File: config.mk
export PLATFORM = sky130hd
export DESIGN_NAME = swreg_bridge
export DESIGN_NICKNAME = d
export VERILOG_FILES = /design/src/rtl/swreg_bridge_pkg.sv /design/src/rtl/swreg_ctrl.sv /design/src/rtl/swreg_datapath.sv /design/src/rtl/swreg_bridge.sv
export SDC_FILE = /design/constraint.sdc
export NUM_CORES = 1
export LEC_CHECK = 0
export ABC_AREA = 1
export CORE_ASPECT_RATIO = 1.75
export CORE_MARGIN = 4
export CORE_UTILIZATION = 40
export DETAILED_ROUTE_END_ITERATION = 6
export PLACE_DENSITY = 0.68
export SLEW_MARGIN = 40
export SYNTH_ARGS = -nofsm -noshare
export SYNTH_HDL_FRONTEND = slang
export SYNTH_SLANG_ARGS = --single-unit
File: constraint.sdc
create_clock -name clk -period 1.25 [get_ports clk]
set_input_delay 0.125 -clock clk [delete_from_list [all_inputs] [get_ports clk]]
set_output_delay 0.125 -clock clk [all_outputs]
set_load 0.01 [all_outputs]
File: src/rtl/swreg_bridge_pkg.sv
package swreg_bridge_pkg;
  localparam int PAGE_W = 8;
  localparam int DATA_W = 64;
  localparam int WORD_W = 32;

  localparam logic [7:0] OFS_CMD  = 8'h2C;
  localparam logic [7:0] OFS_WDH  = 8'h30;
  localparam logic [7:0] OFS_WDL  = 8'h34;
  localparam logic [7:0] OFS_RDH  = 8'h38;
  localparam logic [7:0] OFS_RDL  = 8'h3C;
  localparam logic [7:0] OFS_CTRL = 8'h40;

  localparam int BIT_GO  = 0;
  localparam int BIT_WR  = 1;
  localparam int BIT_RST = 2;
  localparam int BIT_REQ = 3;

  typedef struct packed {
    logic loadHi;
    logic loadLo;
    logic launch;
    logic complete;
    logic clearAll;
  } dpStrobe_t;
endpackage

File: src/rtl/swreg_ctrl.sv
module swreg_ctrl
  import swreg_bridge_pkg::*;
#(
  parameter int GRANT_DELAY = 3,
  parameter int ADDR_W      = 8
) (
  input  logic              clk,
  input  logic              rstN,
  input  logic              hostValid,
  input  logic              hostWrite,
  input  logic [ADDR_W-1:0] hostAddr,
  input  logic              hostGoBit,
  input  logic              hostRstBit,
  input  logic              hostReqBit,
  input  logic              agentBusy,
  input  logic              swDone,
  output dpStrobe_t         stb,
  output logic              busy,
  output logic              reqOut,
  output logic              grantOut,
  output logic              swStrobe
);
  localparam int CNT_W = (GRANT_DELAY < 2) ? 1 : $clog2(GRANT_DELAY + 1);

  logic             req;
  logic             grantQ;
  logic [CNT_W-1:0] cnt;
  logic             hostWr;
  logic             hitCmd;

  assign hostWr   = hostValid & hostWrite;
  assign hitCmd   = hostWr && (hostAddr == ADDR_W'(OFS_CMD));
  assign grantOut = grantQ & req;
  assign reqOut   = req;

  always_comb begin
    stb.loadHi   = hostWr && (hostAddr == ADDR_W'(OFS_WDH)) && !busy;
    stb.loadLo   = hostWr && (hostAddr == ADDR_W'(OFS_WDL)) && !busy;
    stb.clearAll = hitCmd && hostRstBit;
    stb.launch   = hitCmd && !hostRstBit && hostGoBit && grantOut && !busy;
    stb.complete = busy && swDone && !stb.clearAll;
  end

  always_ff @(posedge clk) begin
    if (!rstN) begin
      busy     <= 1'b0;
      swStrobe <= 1'b0;
      req      <= 1'b0;
    end else begin
      swStrobe <= stb.launch;
      if (stb.clearAll)     busy <= 1'b0;
      else if (stb.launch)  busy <= 1'b1;
      else if (stb.complete) busy <= 1'b0;
      if (hostWr && (hostAddr == ADDR_W'(OFS_CTRL))) req <= hostReqBit;
    end
  end

  always_ff @(posedge clk) begin
    if (!rstN || !req) begin
      grantQ <= 1'b0;
      cnt    <= '0;
    end else if (!grantQ) begin
      if (agentBusy)                         cnt    <= '0;
      else if (cnt == CNT_W'(GRANT_DELAY-1)) grantQ <= 1'b1;
      else                                   cnt    <= cnt + CNT_W'(1);
    end
  end

  // the strobe is a single-cycle pulse and marks a busy access
  a_r4_strobe_single: assert property (@(posedge clk) disable iff (!rstN)
    swStrobe |=> !swStrobe);
  a_r4_strobe_busy: assert property (@(posedge clk) disable iff (!rstN)
    swStrobe |-> busy);
  // no launch without a grant in the cycle before
  a_r7_strobe_grant: assert property (@(posedge clk) disable iff (!rstN)
    swStrobe |-> $past(grantOut));
  // completion frees the bridge
  a_r5_done_frees: assert property (@(posedge clk) disable iff (!rstN)
    (busy && swDone) |=> !busy);
  // a grant only rises with the request up and no other agent
  a_r2_grant_rise: assert property (@(posedge clk) disable iff (!rstN)
    $rose(grantQ) |-> ($past(req) && !$past(agentBusy)));
  // the internal grant follows a dropped request
  a_r3_grant_drop: assert property (@(posedge clk) disable iff (!rstN)
    !req |=> !grantQ);
endmodule

File: src/rtl/swreg_datapath.sv
module swreg_datapath
  import swreg_bridge_pkg::*;
#(
  parameter int ADDR_W = 8
) (
  input  logic              clk,
  input  logic              rstN,
  input  dpStrobe_t         stb,
  input  logic [ADDR_W-1:0] hostAddr,
  input  logic [WORD_W-1:0] hostWdata,
  input  logic              busy,
  input  logic              req,
  input  logic              grant,
  input  logic              initDone,
  input  logic [DATA_W-1:0] swRdata,
  output logic [WORD_W-1:0] hostRdata,
  output logic [PAGE_W-1:0] swPage,
  output logic [PAGE_W-1:0] swReg,
  output logic              swWrite,
  output logic [DATA_W-1:0] swWdata
);
  logic [WORD_W-1:0] wdHi, wdLo, rdHi, rdLo;
  logic [PAGE_W-1:0] cmdPage, cmdReg;
  logic              cmdWrite;

  always_ff @(posedge clk) begin
    if (!rstN || stb.clearAll) begin
      wdHi     <= '0;
      wdLo     <= '0;
      rdHi     <= '0;
      rdLo     <= '0;
      cmdPage  <= '0;
      cmdReg   <= '0;
      cmdWrite <= 1'b0;
    end else begin
      if (stb.loadHi) wdHi <= hostWdata;
      if (stb.loadLo) wdLo <= hostWdata;
      if (stb.launch) begin
        cmdPage  <= hostWdata[31:24];
        cmdReg   <= hostWdata[23:16];
        cmdWrite <= hostWdata[BIT_WR];
      end
      if (stb.complete && !cmdWrite) {rdHi, rdLo} <= swRdata;
    end
  end

  assign swPage  = cmdPage;
  assign swReg   = cmdReg;
  assign swWrite = cmdWrite;
  assign swWdata = {wdHi, wdLo};

  always_comb begin
    case (hostAddr)
      ADDR_W'(OFS_CMD):  hostRdata = {cmdPage, cmdReg, 14'b0, cmdWrite, busy};
      ADDR_W'(OFS_WDH):  hostRdata = wdHi;
      ADDR_W'(OFS_WDL):  hostRdata = wdLo;
      ADDR_W'(OFS_RDH):  hostRdata = rdHi;
      ADDR_W'(OFS_RDL):  hostRdata = rdLo;
      ADDR_W'(OFS_CTRL): hostRdata = {25'b0, initDone, 1'b0, grant, req, 3'b0};
      default:           hostRdata = '0;
    endcase
  end

  // read words change only on a read completion or a bridge reset
  a_r6_rd_hold: assert property (@(posedge clk) disable iff (!rstN)
    (!(stb.complete && !cmdWrite) && !stb.clearAll) |=> $stable({rdHi, rdLo}));
  // write words are frozen during a busy access
  a_r10_wd_hold: assert property (@(posedge clk) disable iff (!rstN)
    (busy && !stb.clearAll) |=> $stable(swWdata));
  // command fields are frozen during a busy access
  a_r7_cmd_hold: assert property (@(posedge clk) disable iff (!rstN)
    (busy && !stb.clearAll) |=> $stable({cmdPage, cmdReg, cmdWrite}));
endmodule

File: src/rtl/swreg_bridge.sv
module swreg_bridge
  import swreg_bridge_pkg::*;
#(
  parameter int GRANT_DELAY = 3,
  parameter int ADDR_W      = 8
) (
  input  logic              clk,
  input  logic              rstN,
  input  logic              hostValid,
  input  logic              hostWrite,
  input  logic [ADDR_W-1:0] hostAddr,
  input  logic [31:0]       hostWdata,
  output logic [31:0]       hostRdata,
  input  logic              agentBusy,
  input  logic              initDone,
  output logic              swStrobe,
  output logic              swWrite,
  output logic [7:0]        swPage,
  output logic [7:0]        swReg,
  output logic [63:0]       swWdata,
  input  logic [63:0]       swRdata,
  input  logic              swDone
);
  dpStrobe_t stb;
  logic      busy, req, grant;

  swreg_ctrl #(.GRANT_DELAY(GRANT_DELAY), .ADDR_W(ADDR_W)) uCtrl (
    .clk(clk), .rstN(rstN), .hostValid(hostValid), .hostWrite(hostWrite),
    .hostAddr(hostAddr), .hostGoBit(hostWdata[BIT_GO]),
    .hostRstBit(hostWdata[BIT_RST]), .hostReqBit(hostWdata[BIT_REQ]),
    .agentBusy(agentBusy), .swDone(swDone), .stb(stb), .busy(busy),
    .reqOut(req), .grantOut(grant), .swStrobe(swStrobe)
  );

  swreg_datapath #(.ADDR_W(ADDR_W)) uData (
    .clk(clk), .rstN(rstN), .stb(stb), .hostAddr(hostAddr),
    .hostWdata(hostWdata), .busy(busy), .req(req), .grant(grant),
    .initDone(initDone), .swRdata(swRdata), .hostRdata(hostRdata),
    .swPage(swPage), .swReg(swReg), .swWrite(swWrite), .swWdata(swWdata)
  );
endmodule

==> results.json <==
{
  "power_density_nw_per_um2": 762,
  "numCtsBuffers": 17,
  "setup_viol": 181,
  "rsz0062_at_grt": "true",
  "ant_nets": 0,
  "core_sq_um": 19100,
  "drive_gt1_share_pct": 50.4,
  "yosysWarnings": 0,
  "grt-ovfl-total": 0,
  "setup_slack_ns": -0.364,
  "drt_iter0_markers": 974,
  "antenna_found_initial": 2,
  "drc": 0,
  "synth_cell_types": 31,
  "crit_start": "hostAddr[7]",
  "worst_setup_path_end_kind": "primary output",
  "design_area_sq_um": 14800,
  "synth-seq-cells": 151,
  "critPathRequiredTime_ns": 1.12,
  "worstMarginPinSlew_ns": 0.385,
  "drtPass1Iterations": 5,
  "critPathMaxFanout": 4,
  "status": "complete, but fails checks",
  "clock-root-buffer": "clkbuf_16",
  "syn-num-nets": 1294,
  "wl_per_cell_um": 23.0,
  "hp-start": "hostWdata[2]",
  "grt_max_degree": 51,
  "worstSkewPairLatency_ns": 0.46,
  "syn_avg_cell_area_sq_um": 6.54,
  "layout_common_cells": "179 x inv_1, 140 x nor2_1, 128 x buf_4",
  "crit_arrival_ns": 1.49,
  "timing_worst_setup_path_type": "in -> out",
  "p_leak_nw": 6.70,
  "placed_area_sq_um": 11200,
  "grt_pass1_vias": 10300,
  "violations": "negative setup slack",
  "final_common_cell": "inv_1",
  "clkTransAtPathRegs_ns": 0.07,
  "synthCells": 1182,
  "io_pins": 225,
  "power_mw": 11.2,
  "htreeDepth": 4,
  "num_rows": 67,
  "finalCriticalPeriod_ns": 1.61,
  "rr_startpoint": "uCtrl.busy",
  "tritoncts": "yes",
  "hold_class": "in -> reg",
  "fin_nets": 1699,
  "port_buffers": 224,
  "synthToLayoutAreaGrowth_pct": 91.1,
  "relSlewSlack_pct": 74.3,
  "vias": 10300,
  "detailed_place_hpwl_um": 22900,
  "fmax_mhz": 620,
  "fin_crit_sh_pct": 129,
  "die-area_sq_um": 21700,
  "wl_um": 42400,
  "cap_viol_max_count": 0,
  "initial_utilization_pct": 40.4,
  "report.final.slew_viol_count": 0,
  "syn_area_sq_um": 7720,
  "drt-vias-per-instance": 5.56,
  "ys_seq_area_share_pct": 39.1,
  "finClkSkew_ns": 0.0170,
  "vdd_drop_max_v": 0.000956,
  "holdBufCountCts": 0,
  "gp_congestion": 0.947,
  "hold_viol": 0,
  "grt_pass1_wl_um": 55800,
  "clockBufferDepth": 2,
  "dp_slack_ns": -1.07,
  "cts_sinks": 151,
  "fp.dieH_um": 192,
  "cp-start-kind": "input pin",
  "fp.dieW_um": 113,
  "track_usage_pct": 33.9
}
## sequential cells by signal (all words and copies together), names as in the netlist
signal	cells
uData.rdHi	32
uData.swWrite	1
uData.swReg	8
uData.swPage	8
uData.rdLo	32
uCtrl.swStrobe	1
uCtrl.cnt	2
uCtrl.grantQ	1
uCtrl.reqOut	1
uCtrl.busy	1
uData.wdLo	32
uData.wdHi	32
## layout make-up
class                           count  area, sq um
Tap cell                          241          302
Clock buffer                       18          439
Inverter                          251          995
Timing Repair Buffer              452         4490
Fill cell                        1185         4350
Sequential cell                   151         3100
Clock inverter                     14          153
Antenna cell                        2         5.00
Multi-Input combinational cell    714         5280
## power by group
group	internal, mW	switching (mW)	total (mW)	leakage [nW]
logic	0.562	0.481	1.04	5.17
clock network	2.89	2.52	5.41	0.290
registers	4.80	0.00243	4.80	1.24
total	8.25	3.00	11.2	6.70
## routing by layer
| metal | GRT usage, % | vias to the layer above | share of wire (%) |
|---|---|---|---|
| met4 | 34.4 | 0 | 11 |
| li1 | - | 4494 | - |
| met5 | 0 | - | 0 |
| met2 | 59.2 | 666 | 50 |
| met3 | 5.64 | 265 | 7.9 |
| met1 | 32.2 | 4831 | 31 |
## cells by family after synthesis
family | Yosys count | share of synthesized area [%]
and+or+nand+nor | 538 | 28.8
buffers and inverters | 321 | 17.6
AOI/OAI and AO/OA | 171 | 14.3
DFF | 151 | 39.1
adders and majority gates | 1 | 0.162
## cell usage after synthesis
master	count	area (sq um)
o311ai_1	16	140
o21ai_1	20	100
clkinv_2	1	5.00
inv_1	245	920
nand4_1	12	75.1
or2_2	1	6.26
nand2_2	2	12.5
nor2_1	210	788
nand3_2	1	10.0
ha_1	1	12.5
buf_6	11	124
nor2_4	5	56.3
nand4_2	1	12.5
o21ai_0	65	325
inv_4	1	6.26
nand3_1	50	250
o311ai_0	48	420
buf_1	1	3.75
buf_2	22	110
nand3b_1	1	7.51
a211oi_1	1	7.51
nand2_1	249	935
o31ai_1	1	7.51
a21oi_1	20	100
clkbuf_1	25	93.8
nand3_4	2	35.0
nor2_2	1	6.26
buf_4	11	82.6
inv_2	4	15.0
nand2_4	3	33.8
dfxtp_1	151	3020
## worst max-delay path, cell delays in order
cell     delay, ns
buf_6         0.10
inv_4         0.05
buf_4         0.10
buf_4         0.10
nand2_2       0.06
nor2_4        0.20
nand2_8       0.13
buf_6         0.15
nor2_1        0.14
nor2_2        0.06
nand2_2       0.14
buf_6         0.12
## path summary, 6_finish.rpt
path                     to  depth (start not counted)  slack, ns
max           hostRdata[19]                         12      -0.36
max reg2reg  uData.wdLo[17]                          7      -0.26
min           uData.wdLo[2]                          3       0.21
min reg2reg   uData.wdHi[8]                          2       0.52
## per-stage QoR
step | hold slack [ns] | TNS (ns) | util [%] | std cells
detailed placement | 0.459 | -129.85 | 58.5 | 1724
floorplan | 0.272 | 0 | - | 1182
finish | 0.211 | -26.70 | 77.2 | 1843
CTS | 0.183 | -18.75 | 72.8 | 1832
global route | 0.218 | -35.24 | 77.2 | 1843
global placement | 0.443 | -126.35 | 58.5 | 1724
## repair_timing
action / 4_1_cts / 5_1_grt
buffers inserted: 51 / 21
pin swaps: 110 / 72
resized for setup: 750 / 446
cloned: 25 / 3
endpoints found under the setup margin: 261 / 252
(Power assumes the default switching activity.)
